==> src/rtl/shape_unlock_pkg.sv <==
package shape_unlock_pkg;

   typedef enum logic [1:0] {
      ST_LOCKED = 2'd0,
      ST_OPEN   = 2'd1,
      ST_ARMED  = 2'd2
   } seq_state_e;

   localparam int unsigned DEF_DATA_W = 16;
   localparam int unsigned DEF_ADDR_W = 5;
   localparam int unsigned DEF_STEPS  = 5;

   localparam logic [DEF_DATA_W-1:0] DEF_RESET_VAL = 16'h81C8;
   localparam logic [DEF_DATA_W-1:0] DEF_VALIDATE  = 16'h4416;
   localparam logic [DEF_DATA_W-1:0] DEF_EXIT      = 16'h0000;
   localparam logic [DEF_DATA_W-1:0] DEF_FAST_CODE = 16'h2100;

   // step 0 sits in the low bits
   localparam logic [DEF_STEPS*DEF_DATA_W-1:0] DEF_PATTERN =
      {16'h0400, 16'h0000, 16'h0400, 16'h0000, 16'h0000};

endpackage

==> src/rtl/shape_unlock_tracker.sv <==
module shape_unlock_tracker #(
   parameter int unsigned DATA_W = 16,
   parameter int unsigned STEPS  = 5,
   parameter logic [STEPS*DATA_W-1:0] PATTERN = '0
) (
   input  logic              clk,
   input  logic              rst_n,
   input  logic              clear,
   input  logic              step_en,
   input  logic [DATA_W-1:0] data,
   output logic              done
);
   localparam int unsigned STEP_W = $clog2(STEPS + 1);
   localparam logic [STEP_W-1:0] LAST = STEP_W'(STEPS - 1);

   if (STEPS < 2) begin : g_bad_steps
      $error("shape_unlock_tracker: STEPS must be at least 2");
   end

   logic [DATA_W-1:0] code_at [STEPS];
   for (genvar gi = 0; gi < STEPS; gi++) begin : g_codes
      assign code_at[gi] = PATTERN[gi*DATA_W +: DATA_W];
   end

   logic [STEP_W-1:0] step_q;
   logic [DATA_W-1:0] expect_code;
   logic              hit;
   logic              restart;

   always_comb begin
      expect_code = code_at[0];
      for (int i = 0; i < STEPS; i++) begin
         if (step_q == STEP_W'(i)) expect_code = code_at[i];
      end
   end

   assign hit     = (data == expect_code);
   assign restart = (data == code_at[0]);
   assign done    = step_en && !clear && hit && (step_q == LAST);

   always_ff @(posedge clk or negedge rst_n) begin
      if (!rst_n) begin
         step_q <= '0;
      end else if (clear) begin
         step_q <= '0;
      end else if (step_en) begin
         if (hit) begin
            step_q <= (step_q == LAST) ? '0 : step_q + 1'b1;
         end else if (restart) begin
            step_q <= STEP_W'(1);
         end else begin
            step_q <= '0;
         end
      end
   end

   p_step_range_r3: assert property (@(posedge clk) disable iff (!rst_n)
      step_q <= LAST);

   p_step_advance_r3: assert property (@(posedge clk) disable iff (!rst_n)
      (step_en && !clear) |=> (step_q <= $past(step_q) + 1'b1));

   p_clear_r9: assert property (@(posedge clk) disable iff (!rst_n)
      clear |=> (step_q == '0));

endmodule

==> src/rtl/shape_commit_reg.sv <==
module shape_commit_reg #(
   parameter int unsigned DATA_W = 16,
   parameter logic [DATA_W-1:0] RESET_VAL = '0
) (
   input  logic              clk,
   input  logic              rst_n,
   input  logic              restore,
   input  logic              flush_stage,
   input  logic              stage_we,
   input  logic [DATA_W-1:0] stage_data,
   input  logic              validate,
   output logic [DATA_W-1:0] active_o,
   output logic              commit_o
);
   if (DATA_W < 1) begin : g_bad_width
      $error("shape_commit_reg: DATA_W must be positive");
   end

   logic [DATA_W-1:0] staged_q;
   logic              staged_vld_q;
   logic [DATA_W-1:0] active_q;
   logic              commit_q;
   logic              do_commit;

   assign do_commit = validate && staged_vld_q && !restore;

   always_ff @(posedge clk or negedge rst_n) begin
      if (!rst_n) begin
         staged_q     <= '0;
         staged_vld_q <= 1'b0;
      end else if (restore || flush_stage || do_commit) begin
         staged_q     <= '0;
         staged_vld_q <= 1'b0;
      end else if (stage_we) begin
         staged_q     <= stage_data;
         staged_vld_q <= 1'b1;
      end
   end

   always_ff @(posedge clk or negedge rst_n) begin
      if (!rst_n) begin
         active_q <= RESET_VAL;
         commit_q <= 1'b0;
      end else begin
         commit_q <= do_commit;
         if (restore) begin
            active_q <= RESET_VAL;
         end else if (do_commit) begin
            active_q <= staged_q;
         end
      end
   end

   assign active_o = active_q;
   assign commit_o = commit_q;

   p_commit_value_r5: assert property (@(posedge clk) disable iff (!rst_n)
      commit_q |-> (active_q == $past(staged_q)));

   p_hold_active_r4: assert property (@(posedge clk) disable iff (!rst_n)
      (!commit_q && !$past(restore)) |-> $stable(active_q));

   p_restore_r9: assert property (@(posedge clk) disable iff (!rst_n)
      restore |=> (active_q == RESET_VAL && !staged_vld_q && !commit_q));

endmodule

==> src/rtl/shape_mode_sel.sv <==
module shape_mode_sel #(
   parameter int unsigned DATA_W = 16,
   parameter logic [DATA_W-1:0] FAST_CODE = '0,
   parameter bit AN_LOADS_MODE = 1'b1
) (
   input  logic              clk,
   input  logic              rst_n,
   input  logic              mode_wr,
   input  logic [DATA_W-1:0] data,
   input  logic              an_pulse,
   input  logic              an_fast,
   output logic              fast_o
);
   logic fast_q;
   logic an_next;

   if (AN_LOADS_MODE) begin : g_an_load
      assign an_next = an_fast;
   end else begin : g_an_keep
      logic unused_fast;
      assign unused_fast = an_fast;
      assign an_next = fast_q;
   end

   always_ff @(posedge clk or negedge rst_n) begin
      if (!rst_n) begin
         fast_q <= 1'b0;
      end else if (an_pulse) begin
         fast_q <= an_next;
      end else if (mode_wr) begin
         fast_q <= (data == FAST_CODE);
      end
   end

   assign fast_o = fast_q;

   p_mode_write_r10: assert property (@(posedge clk) disable iff (!rst_n)
      (mode_wr && !an_pulse) |=> (fast_q == ($past(data) == FAST_CODE)));

endmodule

==> src/rtl/shape_unlock_top.sv <==
module shape_unlock_top
   import shape_unlock_pkg::*;
#(
   parameter int unsigned DATA_W = DEF_DATA_W,
   parameter int unsigned ADDR_W = DEF_ADDR_W,
   parameter int unsigned STEPS  = DEF_STEPS,
   parameter logic [STEPS*DATA_W-1:0] PATTERN = DEF_PATTERN,
   parameter logic [ADDR_W-1:0] MODE_ADDR  = 5'd0,
   parameter logic [ADDR_W-1:0] CTRL_ADDR  = 5'd20,
   parameter logic [ADDR_W-1:0] STAGE_ADDR = 5'd23,
   parameter logic [DATA_W-1:0] RESET_VAL  = DEF_RESET_VAL,
   parameter logic [DATA_W-1:0] VALIDATE   = DEF_VALIDATE,
   parameter logic [DATA_W-1:0] EXIT_CODE  = DEF_EXIT,
   parameter logic [DATA_W-1:0] FAST_CODE  = DEF_FAST_CODE,
   parameter bit AN_LOADS_MODE = 1'b1
) (
   input  logic              clk,
   input  logic              rst_n,
   input  logic              wr_en,
   input  logic [ADDR_W-1:0] wr_addr,
   input  logic [DATA_W-1:0] wr_data,
   input  logic              an_pulse,
   input  logic              an_fast,
   output logic [DATA_W-1:0] shape_value,
   output logic              fast_sel,
   output logic              unlocked,
   output logic              commit_pulse
);
   if (CTRL_ADDR == STAGE_ADDR || CTRL_ADDR == MODE_ADDR) begin : g_bad_map
      $error("shape_unlock_top: register addresses must differ");
   end

   seq_state_e state_q, state_d;
   logic ctrl_wr, stage_wr, mode_wr;
   logic pattern_done, do_validate, do_abort;

   assign ctrl_wr  = wr_en && (wr_addr == CTRL_ADDR);
   assign stage_wr = wr_en && (wr_addr == STAGE_ADDR);
   assign mode_wr  = wr_en && (wr_addr == MODE_ADDR);

   assign do_validate = (state_q == ST_OPEN) && ctrl_wr && (wr_data == VALIDATE) && !an_pulse;
   assign do_abort    = (state_q == ST_OPEN) && ctrl_wr && (wr_data != VALIDATE);

   shape_unlock_tracker #(
      .DATA_W  (DATA_W),
      .STEPS   (STEPS),
      .PATTERN (PATTERN)
   ) u_tracker (
      .clk     (clk),
      .rst_n   (rst_n),
      .clear   (an_pulse),
      .step_en (ctrl_wr && (state_q == ST_LOCKED)),
      .data    (wr_data),
      .done    (pattern_done)
   );

   shape_commit_reg #(
      .DATA_W    (DATA_W),
      .RESET_VAL (RESET_VAL)
   ) u_commit (
      .clk         (clk),
      .rst_n       (rst_n),
      .restore     (an_pulse),
      .flush_stage (do_abort || do_validate),
      .stage_we    (stage_wr && (state_q == ST_OPEN)),
      .stage_data  (wr_data),
      .validate    (do_validate),
      .active_o    (shape_value),
      .commit_o    (commit_pulse)
   );

   shape_mode_sel #(
      .DATA_W        (DATA_W),
      .FAST_CODE     (FAST_CODE),
      .AN_LOADS_MODE (AN_LOADS_MODE)
   ) u_mode (
      .clk      (clk),
      .rst_n    (rst_n),
      .mode_wr  (mode_wr),
      .data     (wr_data),
      .an_pulse (an_pulse),
      .an_fast  (an_fast),
      .fast_o   (fast_sel)
   );

   always_comb begin
      state_d = state_q;
      if (an_pulse) begin
         state_d = ST_LOCKED;
      end else begin
         unique case (state_q)
            ST_LOCKED: if (pattern_done) state_d = ST_OPEN;
            ST_OPEN:   if (ctrl_wr) state_d = (wr_data == VALIDATE) ? ST_ARMED : ST_LOCKED;
            ST_ARMED:  if (ctrl_wr && wr_data == EXIT_CODE) state_d = ST_LOCKED;
            default:   state_d = ST_LOCKED;
         endcase
      end
   end

   always_ff @(posedge clk or negedge rst_n) begin
      if (!rst_n) state_q <= ST_LOCKED;
      else        state_q <= state_d;
   end

   assign unlocked = (state_q == ST_OPEN) || (state_q == ST_ARMED);

   p_an_relock_r9: assert property (@(posedge clk) disable iff (!rst_n)
      an_pulse |=> (!unlocked && shape_value == RESET_VAL));

   p_commit_from_open_r8: assert property (@(posedge clk) disable iff (!rst_n)
      commit_pulse |-> $past(state_q == ST_OPEN));

   p_pulse_width_r5: assert property (@(posedge clk) disable iff (!rst_n)
      commit_pulse |=> !commit_pulse);

   p_exit_r7: assert property (@(posedge clk) disable iff (!rst_n)
      (state_q == ST_ARMED && ctrl_wr && wr_data == EXIT_CODE) |=> !unlocked);

   p_abort_r11: assert property (@(posedge clk) disable iff (!rst_n)
      do_abort |=> (!unlocked && !commit_pulse));

endmodule

==> config.mk <==
export PLATFORM = sky130hd
export DESIGN_NAME = shape_unlock_top
export DESIGN_NICKNAME = d
export VERILOG_FILES = /design/src/rtl/shape_unlock_pkg.sv /design/src/rtl/shape_unlock_tracker.sv /design/src/rtl/shape_commit_reg.sv /design/src/rtl/shape_mode_sel.sv /design/src/rtl/shape_unlock_top.sv
export SDC_FILE = /design/constraint.sdc
export NUM_CORES = 1
export LEC_CHECK = 0
export BUFFER_PORTS_ARGS = -buffer_cell sky130_fd_sc_hd__clkbuf_2
export CAP_MARGIN = 20
export CORE_MARGIN = 1
export CORE_UTILIZATION = 45
export CTS_CLUSTER_DIAMETER = 120
export CTS_CLUSTER_SIZE = 24
export DETAILED_ROUTE_END_ITERATION = 6
export PLACE_DENSITY_LB_ADDON = 0.2
export REMOVE_ABC_BUFFERS = 1
export SLEW_MARGIN = 20
export SYNTH_ARGS = -nofsm -noshare
export SYNTH_HDL_FRONTEND = slang
export SYNTH_HIERARCHICAL = 1
export SYNTH_SLANG_ARGS = --single-unit
==> constraint.sdc <==
create_clock -name clk -period 2.2 [get_ports clk]
set_clock_uncertainty 0.2 [all_clocks]
set_input_delay 0.44 -clock clk [delete_from_list [all_inputs] [get_ports clk]]
set_output_delay 0.44 -clock clk [all_outputs]
set_load 0.02 [all_outputs]
==> impl_metrics.yaml <==
global_route:
  grt_max_degree: 41
  antenna_found_initial: 0
  grt_pass1_vias: 1955
  track_usage: 0.240
  grt_pass1_wl_um: 9530
  globalRouteOverflowTotal: 0
sta:
  whs_ns: 0.00136
  fin_crit_ns: 2.57
  hold_viol_final: 0
  tightest_slew_ns: 0.516
  setup_viol: 4
  fin_setup_tns_ns: -0.808
  fmax_mhz: 389
  fin_crit_sh: 1.17
  drv_slew: 0
  rsz0062_at_grt: "yes"
  slew_headroom: 0.656
  setup_ws_ns: -0.369
yosys:
  ys.flop_type: "dfrtp_1"
  ys_ff_latch: 40
  ys_types: 45
  synthArstFlopShare: 1.00
  avgSynthCellArea_um2: 10.4
  synth_edf_count: 0
  yosysTopAreaCell: "dfrtp_1"
  ys_seq_area_frac: 0.453
  yosys-top-cells-area: "dfrtp_1 (39%), mux2i_1 (7.6%), dfstp_2 (5.9%)"
  netlist_area_um2: 2230
  synthCells: 214
  ys_warn_count: 6
  synth_most_common_cell: "dfrtp_1"
  netlist.area_leader.share: 0.393
  synth_common_cells: "dfrtp_1 (35), nor2_1 (19), mux2i_1 (17), nand3_1 (17), a21oi_1 (13)"
clock_tree:
  clockBufferDepth: 2
  insertion_delay_ns: 0.29
  clock_sinks: 40
  cts_root_buf: "clkbuf_8"
  htreeDepth: 2
  cts_tree: "yes"
  cts_buffers: 5
  clk_pin_slew_ns: 0.08
detailed_routing:
  antenna_left: 0
  wl_um: 5950
  drcViolationCount: 0
  vias: 1990
  drt_iter0_drc: 113
  avgRoutedWirePerCell_um: 15.9
  avgViaCountPerCell: 5.32
  first_pass_iters: 4
die:
  pin_count: 45
  start_util: 0.468
  rows: 25
  dieWidth_um: 72.3
  coreArea_um2: 4750
  dieArea_um2: 5230
  die_h_um: 72.3
worst_setup_path:
  cp_slowest_cell: "or4b_4"
  startpoint_type: "input pin"
  critPathKind: "input pin to flip-flop"
  max_stage_delay_ns: 0.56
  cp_common_cell: "nor2_4"
  end_kind: "flip-flop"
  arrival_ns: 2.58
  cp_cell_sequence: "buf_6, or4b_4, nor2_4, and2_4, nor4b_4, nand2_1, or2_4, nor2_4, o2111ai_2, o22ai_2, mux2i_1"
  path_max_fanout: 3
  required_ns: 2.21
placement:
  io_buffers: 44
  dp_hpwl_um: 4010
  dp.cells: 357
  dpl_worst_slack_ns: -0.702
  place_area_um2: 2820
  gp_congestion: 0.819
final_layout:
  fin_cells: 374
  areaGrowthSynthToFinish_pct: 37.9
  fin_area_um2: 3070
  utilization: 0.646
  fin_nets: 339
  drive_above_1_share: 0.502
  diodes: 0
job:
  drv_cap: 0
status:
  outcome: "finished with violations"
  violations: "negative setup slack"
worst_hold_path:
  min_path_type: "input pin to asynchronous set/reset pin"
pwr:
  p_leak_nw: 1.37
  powerDensity_nw_per_um2: 451
  peakVddDrop_mv: 0.335
  p_total_mw: 1.38
## cell families (layout without fill, tap and decap cells)
logic type      count (synthesis)  in the layout  share of synthesized area
fa+ha+maj                       7              7                     0.0393
mux                            17             17                     0.0764
simple gates                   86             86                      0.223
xor+xnor                        2              2                    0.00787
compound gates                 44             44                      0.153
flops                          40             40                      0.453
buf+inv                        18            111                     0.0483
## path summary, 6_finish.rpt
check	cells after the start	to	slack (ns)	startpoint
setup / recovery	11	state_q[1]$_DFFE_PN0P_	-0.37	wr_addr[1]
hold / removal	2	u_commit/active_o[9]$_DFFE_PN0P_	0.001	rst_n
setup reg to reg	10	state_q[1]$_DFFE_PN0P_	-0.11	state_q[0]$_DFFE_PN0P_
hold reg to reg	2	u_commit/staged_q[6]$_DFFE_PN0P_	0.32	u_commit/staged_q[6]$_DFFE_PN0P_
max in group asynchronous	2	u_commit/active_o[7]$_DFFE_PN1P_	1.42	rst_n
min in group clk	3	u_mode/fast_o$_DFFE_PN0P_	0.21	an_fast
## final cells by class
class,count,area (µm²)
fill,390,1690
inverter,5,18.8
clock buffer,6,72.6
clock inverter,2,12.5
timing repair buffer,98,676
sequential,40,1010
multi-input combinational,156,1200
tap,67,83.8
## what timing repair did
action	in CTS	in global routing
hold buffers	0	0
setup endpoints to repair	4	18
buffers inserted	10	2
resized for setup	9	15
pin swaps	9	8
hold endpoints to repair	0	0
## sequential cells by signal (all words and copies together), names as in the netlist
| signal | cells |
|---|---|
| u_commit/staged_vld_q | 1 |
| state_q | 2 |
| u_commit/active_o | 16 |
| u_commit/commit_o | 1 |
| u_mode/fast_o | 1 |
| u_tracker/step_q | 3 |
| u_commit/staged_q | 16 |
## worst max-delay path, delay by kind of cell
family                 cells  cell delay (ns)
AND/OR/NAND/NOR            7             1.51
AO/OA/AOI/OAI              2             0.33
multiplexers               1             0.22
buffers and inverters      1             0.09
## layer usage
metal	routed length, µm	global-route usage
met1	2780	0.321
met2	2820	0.379
met3	274	0.0500
met4	76	0.102
met5	0	0
## report_power, final
| group | internal [mW] | switching (mW) | total (mW) |
|---|---|---|---|
| Sequential | 0.737 | 0.00119 | 0.738 |
| Combinational | 0.0719 | 0.0883 | 0.160 |
| Clock | 0.222 | 0.263 | 0.485 |
| Total | 1.03 | 0.353 | 1.38 |
## cell usage in the layout, fill, tap and decap left out, types with 3 or more instances in the layout
cell      count
a211o_1       6
a21bo_2      11
a21oi_1      13
and3_1        6
buf_4        47
buf_6         6
clkbuf_2     43
clkbuf_8      5
dfrtp_1      35
dfstp_2       5
ha_1          7
inv_1         5
mux2i_1      17
nand2_1       7
nand3_1      17
nor2_1       15
nor2_2       11
nor2_4        3
nor3_1        4
nor4_1        3
nor4_2        3
nor4b_2       3
Power figures use the tool's default switching activity.
